**src/rtl/wbpl_pkg.sv**
```systemverilog
package wbpl_pkg;
  typedef enum logic [2:0] {
    ST_IDLE, ST_UNL1, ST_UNL2, ST_CNT, ST_LOAD, ST_CONF, ST_EMIT, ST_ABORT
  } wbpl_state_e;

  localparam logic [15:0] CMD_UNL1 = 16'h00AA;
  localparam logic [15:0] CMD_UNL2 = 16'h0055;
  localparam logic [15:0] CMD_LOAD = 16'h0025;
  localparam logic [15:0] CMD_CONF = 16'h0029;
  localparam logic [15:0] CMD_RST  = 16'h00F0;
endpackage

```
**src/rtl/wbpl_pick.sv**
```systemverilog
module wbpl_pick #(
  parameter int WIDTH = 32,
  parameter int IDX_W = $clog2(WIDTH)
) (
  input  logic [WIDTH-1:0] mask,
  output logic [IDX_W-1:0] idx
);
  logic [WIDTH-1:0] iso;
  assign iso = mask & (~mask + WIDTH'(1));

  function automatic logic [WIDTH-1:0] sel_of(input int b);
    logic [WIDTH-1:0] s;
    for (int i = 0; i < WIDTH; i++) s[i] = ((i >> b) & 1) == 1;
    return s;
  endfunction

  for (genvar b = 0; b < IDX_W; b++) begin : g_bit
    assign idx[b] = |(iso & sel_of(b));
  end
endmodule

```
**src/rtl/wbpl_buf.sv**
```systemverilog
module wbpl_buf #(
  parameter int DATA_W = 16,
  parameter int DEPTH  = 32,
  parameter int IDX_W  = $clog2(DEPTH)
) (
  input  logic              clk,
  input  logic              we,
  input  logic [IDX_W-1:0]  waddr,
  input  logic [DATA_W-1:0] wdata,
  input  logic              re,
  input  logic [IDX_W-1:0]  raddr,
  output logic [DATA_W-1:0] rdata
);
  logic [DATA_W-1:0] mem [DEPTH];

  always_ff @(posedge clk) begin
    if (we) mem[waddr] <= wdata;
  end

  always_ff @(posedge clk) begin
    if (re) rdata <= mem[raddr];
  end
endmodule

```
**src/rtl/wbpl_seq.sv**
```systemverilog
module wbpl_seq
  import wbpl_pkg::*;
#(
  parameter int          ADDR_W    = 24,
  parameter int          DATA_W    = 16,
  parameter int          BUF_WORDS = 32,
  parameter int          BLK_LSB   = 16,
  parameter logic [23:0] UNL_A1    = 24'h000555,
  parameter logic [23:0] UNL_A2    = 24'h000AAA,
  parameter int          OFF_W     = $clog2(BUF_WORDS),
  parameter int          PAGE_W    = ADDR_W - OFF_W
) (
  input  logic                 clk,
  input  logic                 rst,
  input  logic                 wr_en,
  input  logic [ADDR_W-1:0]    wr_addr,
  input  logic [DATA_W-1:0]    wr_data,
  input  logic [OFF_W-1:0]     pick_idx,
  output logic [BUF_WORDS-1:0] mask,
  output logic                 emit_en,
  output logic                 ld_we,
  output logic [OFF_W-1:0]     ld_off,
  output logic [PAGE_W-1:0]    page,
  output logic                 aborted
);
  localparam int BLK_W = ADDR_W - BLK_LSB;

  wbpl_state_e          state_q, nxt;
  logic [BLK_W-1:0]     blk_q;
  logic [PAGE_W-1:0]    page_q;
  logic [OFF_W-1:0]     count_q, loaded_q;
  logic [BUF_WORDS-1:0] mask_q, pick_bit;
  logic                 is_conf, in_page, pair_ok, last_pair, is_rst;

  always_comb begin
    ld_off    = wr_addr[OFF_W-1:0];
    is_rst    = wr_data == DATA_W'(CMD_RST);
    is_conf   = (wr_data == DATA_W'(CMD_CONF)) &&
                (wr_addr == {blk_q, {BLK_LSB{1'b0}}});
    in_page   = (loaded_q == '0) || (wr_addr[ADDR_W-1:OFF_W] == page_q);
    pair_ok   = wr_en && (state_q == ST_LOAD) && !is_conf && in_page &&
                !mask_q[ld_off];
    last_pair = loaded_q == count_q;
    pick_bit  = BUF_WORDS'(1) << pick_idx;
  end

  always_comb begin
    nxt = state_q;
    case (state_q)
      ST_IDLE:  if (wr_en && wr_addr == ADDR_W'(UNL_A1) &&
                    wr_data == DATA_W'(CMD_UNL1)) nxt = ST_UNL1;
      ST_UNL1:  if (wr_en) nxt = (wr_addr == ADDR_W'(UNL_A2) &&
                    wr_data == DATA_W'(CMD_UNL2)) ? ST_UNL2 : ST_IDLE;
      ST_UNL2:  if (wr_en) nxt = (wr_data == DATA_W'(CMD_LOAD)) ? ST_CNT : ST_IDLE;
      ST_CNT:   if (wr_en) nxt = is_rst ? ST_IDLE :
                    (wr_data > DATA_W'(BUF_WORDS - 1)) ? ST_ABORT : ST_LOAD;
      ST_LOAD:  if (wr_en) nxt = !pair_ok ? ST_ABORT : last_pair ? ST_CONF : ST_LOAD;
      ST_CONF:  if (wr_en) nxt = is_conf ? ST_EMIT : ST_ABORT;
      ST_EMIT:  if ((mask_q & ~pick_bit) == '0) nxt = ST_IDLE;
      default:  if (wr_en && is_rst) nxt = ST_IDLE;
    endcase
  end

  always_ff @(posedge clk) begin
    if (rst) begin
      state_q  <= ST_IDLE;
      mask_q   <= '0;
      loaded_q <= '0;
      count_q  <= '0;
      blk_q    <= '0;
      page_q   <= '0;
    end else begin
      state_q <= nxt;
      if (wr_en && state_q == ST_UNL2) blk_q <= wr_addr[ADDR_W-1:BLK_LSB];
      if (wr_en && state_q == ST_CNT && nxt == ST_LOAD) begin
        count_q  <= wr_data[OFF_W-1:0];
        loaded_q <= '0;
        mask_q   <= '0;
      end
      if (pair_ok) begin
        mask_q[ld_off] <= 1'b1;
        loaded_q       <= loaded_q + 1'b1;
        if (loaded_q == '0) page_q <= wr_addr[ADDR_W-1:OFF_W];
      end
      if (state_q == ST_EMIT) mask_q <= mask_q & ~pick_bit;
    end
  end

  assign mask    = mask_q;
  assign emit_en = state_q == ST_EMIT;
  assign ld_we   = pair_ok;
  assign page    = page_q;
  assign aborted = state_q == ST_ABORT;

  assert_full_count_R6: assert property (@(posedge clk) disable iff (rst)
    (state_q == ST_CONF) |-> ($countones(mask_q) == int'(count_q) + 1));
  assert_load_bound_R3: assert property (@(posedge clk) disable iff (rst)
    (state_q == ST_LOAD) |-> (loaded_q <= count_q));
  assert_abort_hold_R9: assert property (@(posedge clk) disable iff (rst)
    (state_q == ST_ABORT && !(wr_en && is_rst)) |=> (state_q == ST_ABORT));
  assert_emit_drain_R8: assert property (@(posedge clk) disable iff (rst)
    (state_q == ST_EMIT) |=> ($countones(mask_q) == $countones($past(mask_q)) - 1));
endmodule

```
**src/rtl/wbuf_prog_loader.sv**
```systemverilog
module wbuf_prog_loader #(
  parameter int ADDR_W    = 24,
  parameter int DATA_W    = 16,
  parameter int BUF_WORDS = 32,
  parameter int BLK_LSB   = 16
) (
  input  logic              clk,
  input  logic              rst,
  input  logic              wr_en,
  input  logic [ADDR_W-1:0] wr_addr,
  input  logic [DATA_W-1:0] wr_data,
  output logic              busy,
  output logic              abort_flag,
  output logic              prog_valid,
  output logic [ADDR_W-1:0] prog_addr,
  output logic [DATA_W-1:0] prog_data
);
  localparam int OFF_W  = $clog2(BUF_WORDS);
  localparam int PAGE_W = ADDR_W - OFF_W;

  logic [BUF_WORDS-1:0] mask;
  logic [OFF_W-1:0]     pick_idx, ld_off;
  logic [PAGE_W-1:0]    page;
  logic                 emit_en, ld_we, wr_go, valid_q;
  logic [ADDR_W-1:0]    addr_q;

  assign wr_go = wr_en && !valid_q;

  wbpl_seq #(
    .ADDR_W(ADDR_W), .DATA_W(DATA_W), .BUF_WORDS(BUF_WORDS), .BLK_LSB(BLK_LSB)
  ) u_seq (
    .clk(clk), .rst(rst), .wr_en(wr_go), .wr_addr(wr_addr), .wr_data(wr_data),
    .pick_idx(pick_idx), .mask(mask), .emit_en(emit_en), .ld_we(ld_we),
    .ld_off(ld_off), .page(page), .aborted(abort_flag)
  );

  wbpl_pick #(.WIDTH(BUF_WORDS), .IDX_W(OFF_W)) u_pick (
    .mask(mask), .idx(pick_idx)
  );

  wbpl_buf #(.DATA_W(DATA_W), .DEPTH(BUF_WORDS), .IDX_W(OFF_W)) u_buf (
    .clk(clk), .we(ld_we), .waddr(ld_off), .wdata(wr_data),
    .re(emit_en), .raddr(pick_idx), .rdata(prog_data)
  );

  always_ff @(posedge clk) begin
    if (rst) begin
      valid_q <= 1'b0;
      addr_q  <= '0;
    end else begin
      valid_q <= emit_en;
      if (emit_en) addr_q <= {page, pick_idx};
    end
  end

  assign prog_valid = valid_q;
  assign prog_addr  = addr_q;
  assign busy       = emit_en || valid_q;

  assert_ascend_R8: assert property (@(posedge clk) disable iff (rst)
    (prog_valid && $past(prog_valid)) |->
      (prog_addr[OFF_W-1:0] > $past(prog_addr[OFF_W-1:0])));
  assert_one_page_R4: assert property (@(posedge clk) disable iff (rst)
    (prog_valid && $past(prog_valid)) |->
      (prog_addr[ADDR_W-1:OFF_W] == $past(prog_addr[ADDR_W-1:OFF_W])));
  assert_quiet_abort_R9: assert property (@(posedge clk) disable iff (rst)
    abort_flag |-> (!prog_valid && !busy));
  assert_valid_busy_R8: assert property (@(posedge clk) disable iff (rst)
    prog_valid |-> busy);
endmodule

```
**config.mk**
```make
export PLATFORM = sky130hd
export DESIGN_NAME = wbuf_prog_loader
export DESIGN_NICKNAME = d
export VERILOG_FILES = /design/src/rtl/wbpl_pkg.sv /design/src/rtl/wbpl_pick.sv /design/src/rtl/wbpl_buf.sv /design/src/rtl/wbpl_seq.sv /design/src/rtl/wbuf_prog_loader.sv
export SDC_FILE = /design/constraint.sdc
export NUM_CORES = 1
export LEC_CHECK = 0
export BUFFER_PORTS_ARGS = -buffer_cell sky130_fd_sc_hd__buf_4
export CORE_AREA = 2 2 330 201
export DETAILED_ROUTE_END_ITERATION = 16
export DIE_AREA = 0 0 332 203
export PLACE_DENSITY_LB_ADDON = 0.15
export SLEW_MARGIN = 10
export SYNTH_ARGS = -nofsm -noshare
export SYNTH_HDL_FRONTEND = slang
export SYNTH_SLANG_ARGS = --single-unit
```
**constraint.sdc**
```tcl
create_clock -name clk -period 5.2 [get_ports clk]
set_clock_uncertainty 0.1 [all_clocks]
set_input_delay 0 -clock clk [delete_from_list [all_inputs] [get_ports clk]]
set_output_delay 0 -clock clk [all_outputs]
set_load 0.05 [all_outputs]
```
Word-level counts from Yosys, hierarchy flattened
Memory sizes are Yosys's and may differ from the RTL's. A register that Yosys moved wholly into a read port is not among the register bits.
Cells that the tools add are included.

storage, ports and cells
  memory bits (read-only) = 0
  latch bits = 0
  register bits after elaboration = 97
  bits in writable memories = 512
  memories = 1
  input bits = 43
  output and inout bits = 43

operators by class
  div/mod/pow operators = 0
  mux-type cells = 28
  shift operators = 1
  $mul = 0
  $lt $le $gt $ge = 3
  equality and inequality tests = 18
  bitwise operators = 5
  $add $sub $neg = 2
  reduce and logical (&&, ||, !) cells = 29

memory list
  name       words  width  rd ports  clocked after Yosys merged registers in  wr ports  RTL line        RTL
  u_buf.mem  32     16     1         1                                        1         wbpl_buf.sv:14  logic [DATA_W-1:0] mem [DEPTH];

operator list
  kind                     number
  $mux W32                 4
  $reduce_or A16 Y1        5
  $and A32 B32 Y32         2
  $not A32 Y32             2
  $add A32 B1 Y32 const B  1
  $eq A16 B6 Y1 const B    2
  $eq A16 B8 Y1 const B    2
  $logic_not A32 Y1        1
  $or A32 B32 Y32          1
  $shl A1 B5 Y32 const A   1
  $mux W3                  10
  $eq A24 B11 Y1 const B   1
  $eq A24 B12 Y1 const B   1
  $eq A24 B24 Y1           1
  $pmux W3 S7              1
  $eq A19 B19 Y1           1
  $eq A16 B7 Y1 const B    1
  $gt A16 B5 Y1 const B    1
  $eq A3 B3 Y1 const B     5
  $logic_and A1 B1 Y1      14
  $mux W5                  2
  $eq A3 B2 Y1 const B     2
  $lt A5 B6 Y1 const B     1
  $mux W1                  6
  13 further kinds         18

Logic depth before layout (Yosys ltp)
  word-level depth = 17
  depth in mapped cells = 16
  gate-level depth less buffers = 9

Cells and area by module
From an unflattened synthesis, not the netlist that was laid out.

second synthesis, totals
  cell total of the unflattened synthesis = 1896
  area total of the unflattened synthesis = 26765.7 sq um

modules (own cells, without submodules)
  module            area an instance (sq um)  seq. area each (sq um)  times used  cells an instance
  wbpl_buf          20696.1                   15855.2                 1           1143
  wbpl_seq          4707.0                    1441.4                  1           602
  wbuf_prog_loader  914.6                     500.5                   1           82
  wbpl_pick         447.9                     0.0                     1           69

Worst setup path before layout
OpenSTA, ideal clock, no wires.

  path type = flip-flop to flip-flop
  start = register u_seq.mask_q[1] (netlist: u_seq.mask[1])
  end = register u_buf.rdata[13], read port of u_buf.mem (data pin)
  setup slack = 1.500 ns
  cell stages (with the launch flop) = 14
  period minus slack after synthesis = 3.700 ns
  data required time = 4.833 ns
  arrival = 3.333 ns
  path buffers = 4
  path through = dfxtp_1 buf_2 or4_4 or4_1 buf_2 or4_4 and4_4 buf_6 buf_6 and3_1 a211oi_2 o31ai_1 a2111oi_2 a21oi_1

on the way
  cells in the longest elaborated chain, start to end = 4
  elaborated cells between the ends (all ways) = 8
  classes of those cells = add/sub: 1; bitwise: 2; reduce/logical: 5

ends and longest elaborated chain
  element                 RTL line         RTL
  from (decl)             wbpl_seq.sv:32   logic [BUF_WORDS-1:0] mask_q, pick_bit;
  from (signal assigned)  wbpl_seq.sv:85   if (state_q == ST_EMIT) mask_q <= mask_q & ~pick_bit;
  $not A32 Y32            wbpl_pick.sv:9   assign iso = mask & (~mask + WIDTH'(1));
  $add A32 B1 Y32         wbpl_pick.sv:9
  $and A32 B32 Y32 *      wbpl_pick.sv:9
  $reduce_or A16 Y1       wbpl_pick.sv:18  assign idx[b] = |(iso & sel_of(b));
  to (decl)               wbpl_buf.sv:12   output logic [DATA_W-1:0] rdata

Every way passes the cells marked *; elsewhere a longest branch is shown, timed or not.
A chain may end at the register's enable or synchronous reset.

Worst setup path in the final report
  start = register u_seq.mask_q[17] (netlist: u_seq.mask[17])
  end = register u_buf.rdata[15], read port of u_buf.mem (data pin)

The elaborated chain is that of the path after synthesis.

==> flow_summary.toml <==
[synthesis]
yosysUniqueCellTypes = 73
synth_top_family_by_area = "compound AO/OA/AOI/OAI gates"
synth-edff-count = 528
syn_inst = 2103
synth_xor_area_share_pct = 1.046
synth_seq_cells = 625
async_flop_share_pct = 0
synth_compound_area_share_pct = 12.32
syn_area_mm2 = 0.02679
synth.area.mux_share_pct = 4.643
synthAdderAreaFrac_pct = 0.1682
ys_seq_area_share_pct = 66.44
yosys_warnings = 0
synth_fp_nets = 2148
synth_top_flop_cell = "edfxtp_1"
synthSimpleGateAreaFrac_pct = 12.15
syn_avg_cell_area_um2 = 12.74

[timing]
tightest_slew_ns = 1.172
fin_ws_ns = 0.5995
finalSetupViolCount = 0
rsz0062_at_grt = "no"
hold-worst-slack_ns = 0.08215
fin_tns_setup_ns = 0
maxSlewViolCount = 0
hold_viol = 0
max_freq_ghz = 0.2174
slew_headroom_pct = 21.88
finalCritPeriodShare_pct = 88.47
period_needed_ns = 4.600

[detailed_routing]
wire_per_inst_um = 27.56
drc = 0
drt.antenna.violating_nets = 0
via_per_inst = 6.065
drtIter0Drc = 2435
totalWireLength_um = 86380
vias = 19007
drt_first_pass_iters = 5

[clock_network]
numClockSinks = 625
tritoncts = "done"
cts-resized-gates = 0
clock_latency_ns = 0.65
clock_path_buffers = 3
clk_pin_slew_ns = 0.07
cts_max_level = 2
root_buffer = "clkbuf_16"
cts_inserted_buffers = 58

[layout]
fillers = 5662
diodes = 0
syn_to_final_growth_pct = 15.83
fin_nets = 2279
seqCellArea_mm2 = 0.01780
multiInputGateArea_mm2 = 0.008214
layout-drive-gt1-share_pct = 13.89
final_common_cell = "edfxtp_1"
mostFrequentLayoutCells = "edfxtp_1 (528), nand2_1 (239), buf_4 (176), a211oi_1 (114), a21oi_1 (107)"
final_area_mm2 = 0.03103

[floorplanning]
die-area_mm2 = 0.06740
die_h_um = 203
die_w_um = 332
core-area_mm2 = 0.06414
num_rows = 72
initial_core_util_pct = 41.76
ioPinCount = 86

[power]
pwr-share-clk_pct = 43.7
intPower_w = 0.007908
p_sw_share_pct = 20.83
p_switching_w = 0.002080
p_leak_nw = 10.88
vdd_drop_max_v = 0.0002918
seqPwrFrac_pct = 54.2
combPwrFrac_pct = 2.0
powerDensity_mw_per_mm2 = 321.9

[outcome]
outcome = "complete, no violations"

[worst_setup_path]
critPathKind = "register to register"
critPathMaxStageDelay_ns = 0.71
cp_max_fo = 45
required_ns = 5.47
cp-start-kind = "register"
critPathBufInv = 2
cp_cell_sequence = "or4_1 > or4_1 > or4_4 > and4_4 > nand2_8 > buf_12 > buf_4 > nand3_1 > a32oi_1 > nand3_1"
critPathSlowestCell = "or4_1"
critPathTopFamily = "simple AND/OR/NAND/NOR gates"
cp.arrival_ns = 4.87
endpoint_kind = "register"

[global_routing]
grt_first_pass_wirelength_um = 125400
grt-ovfl-total = 0
antenna_found_initial = 2
first_global_vias = 17956
grt_max_degree = 78
track_usage_pct = 25.41

[placed_design]
gp_congestion = 0.9203
dpl_cell_area_mm2 = 0.02868
port_buffers = 85
hpwl_um = 55570
dp_slack_ns = 0.6220

[min_path]
hold_class = "input port to register"

[flow_run]
cap_violations = 0
## final timing paths
path                                     start         endpoint  slack [ns]  cells past startpoint
worst max register to register  u_seq.mask[17]  u_buf.rdata[15]        0.60                     10
worst max-delay path            u_seq.mask[17]  u_buf.rdata[15]        0.60                     10
worst min-delay path                wr_addr[8]    u_seq.page[3]        0.08                      4
worst min register to register   prog_addr[17]    prog_addr[17]        0.36                      2
## cells by family (layout without fill, tap and decap cells)
group           count (synthesis)  after routing
fa+ha+maj                       4              4
buf+inv                       193            373
flops                         625            625
compound gates                468            468
mux                           113            113
xor+xnor                       32             32
simple gates                  668            668
## repair_timing
item	in CTS	in global routing
endpoints found under the hold margin	627	0
setup buffers	0	0
setup endpoints to repair	0	0
hold buffers	44	0
## power by group through the flow
stage	Clock, W	Combinational (W)	Sequential, W
6_report	0.00437	0.000203	0.00542
5_1_grt	0.00463	0.000217	0.00541
4_1_cts	0.00445	0.000200	0.00542
3_5_place_dp	0	0.000174	0.00553
3_3_place_gp	0	0.000171	0.00553
2_1_floorplan	0	0.0000410	0.00553
## final cells by class
cell class | instances | share of cell area (%)
Multi-Input combinational cell | 1285 | 26.47
Sequential cell | 625 | 57.36
Clock inverter | 38 | 1.250
Inverter | 37 | 0.4476
Tap cell | 851 | 3.432
Clock buffer | 71 | 4.904
Timing Repair Buffer | 227 | 6.130
## cell usage after synthesis (37+ instances only)
cell type | n | area (µm²)
a211oi_1 | 114 | 855.8
a21oi_1 | 107 | 535.5
and3_1 | 91 | 569.3
buf_2 | 45 | 225.2
clkbuf_1 | 92 | 345.3
dfxtp_1 | 97 | 1942
edfxtp_1 | 528 | 15860
inv_1 | 37 | 138.9
mux2i_1 | 104 | 1041
nand2_1 | 239 | 897.1
nand3_1 | 61 | 305.3
nor2_1 | 120 | 450.4
nor4_1 | 38 | 237.7
o21ai_0 | 40 | 200.2
## flip-flops by register name (all words and copies together), names as in the netlist
name	flops
u_buf.rdata	16
prog_addr	24
u_seq.blk_q	8
u_buf.mem	512
u_seq.mask	32
u_seq.loaded_q	5
prog_valid	1
u_seq.page	19
u_seq.count_q	5
u_seq.state_q	3
## worst register-to-register path, cell delays in order (launching register included)
cell and delay (ns):
dfxtp_1 0.43, or4_1 0.56, or4_1 0.71, or4_4 0.60, and4_4 0.34, nand2_8 0.40
buf_12 0.31, buf_4 0.22, nand3_1 0.07, a32oi_1 0.46, nand3_1 0.13
## metal layers
layer  GRT usage [%]  vias up  share of wire, %
met5               0        -                 0
met4           5.893        0               1.9
met3           5.492      105               9.4
met2           35.22      899                41
met1           40.11     9609                48
li1                -     8394                 -
## per-stage QoR
stage	cells	util (%)	power, W
6_report	3134	48.37	0.009988
5_1_grt	3134	48.37	0.01027
4_1_cts	3134	48.37	0.01007
3_5_place_dp	2981	44.71	0.005702
3_3_place_gp	2981	44.71	0.005699
2_1_floorplan	2103	-	0.005571
Note: power is estimated with default switching activity, not from simulation.
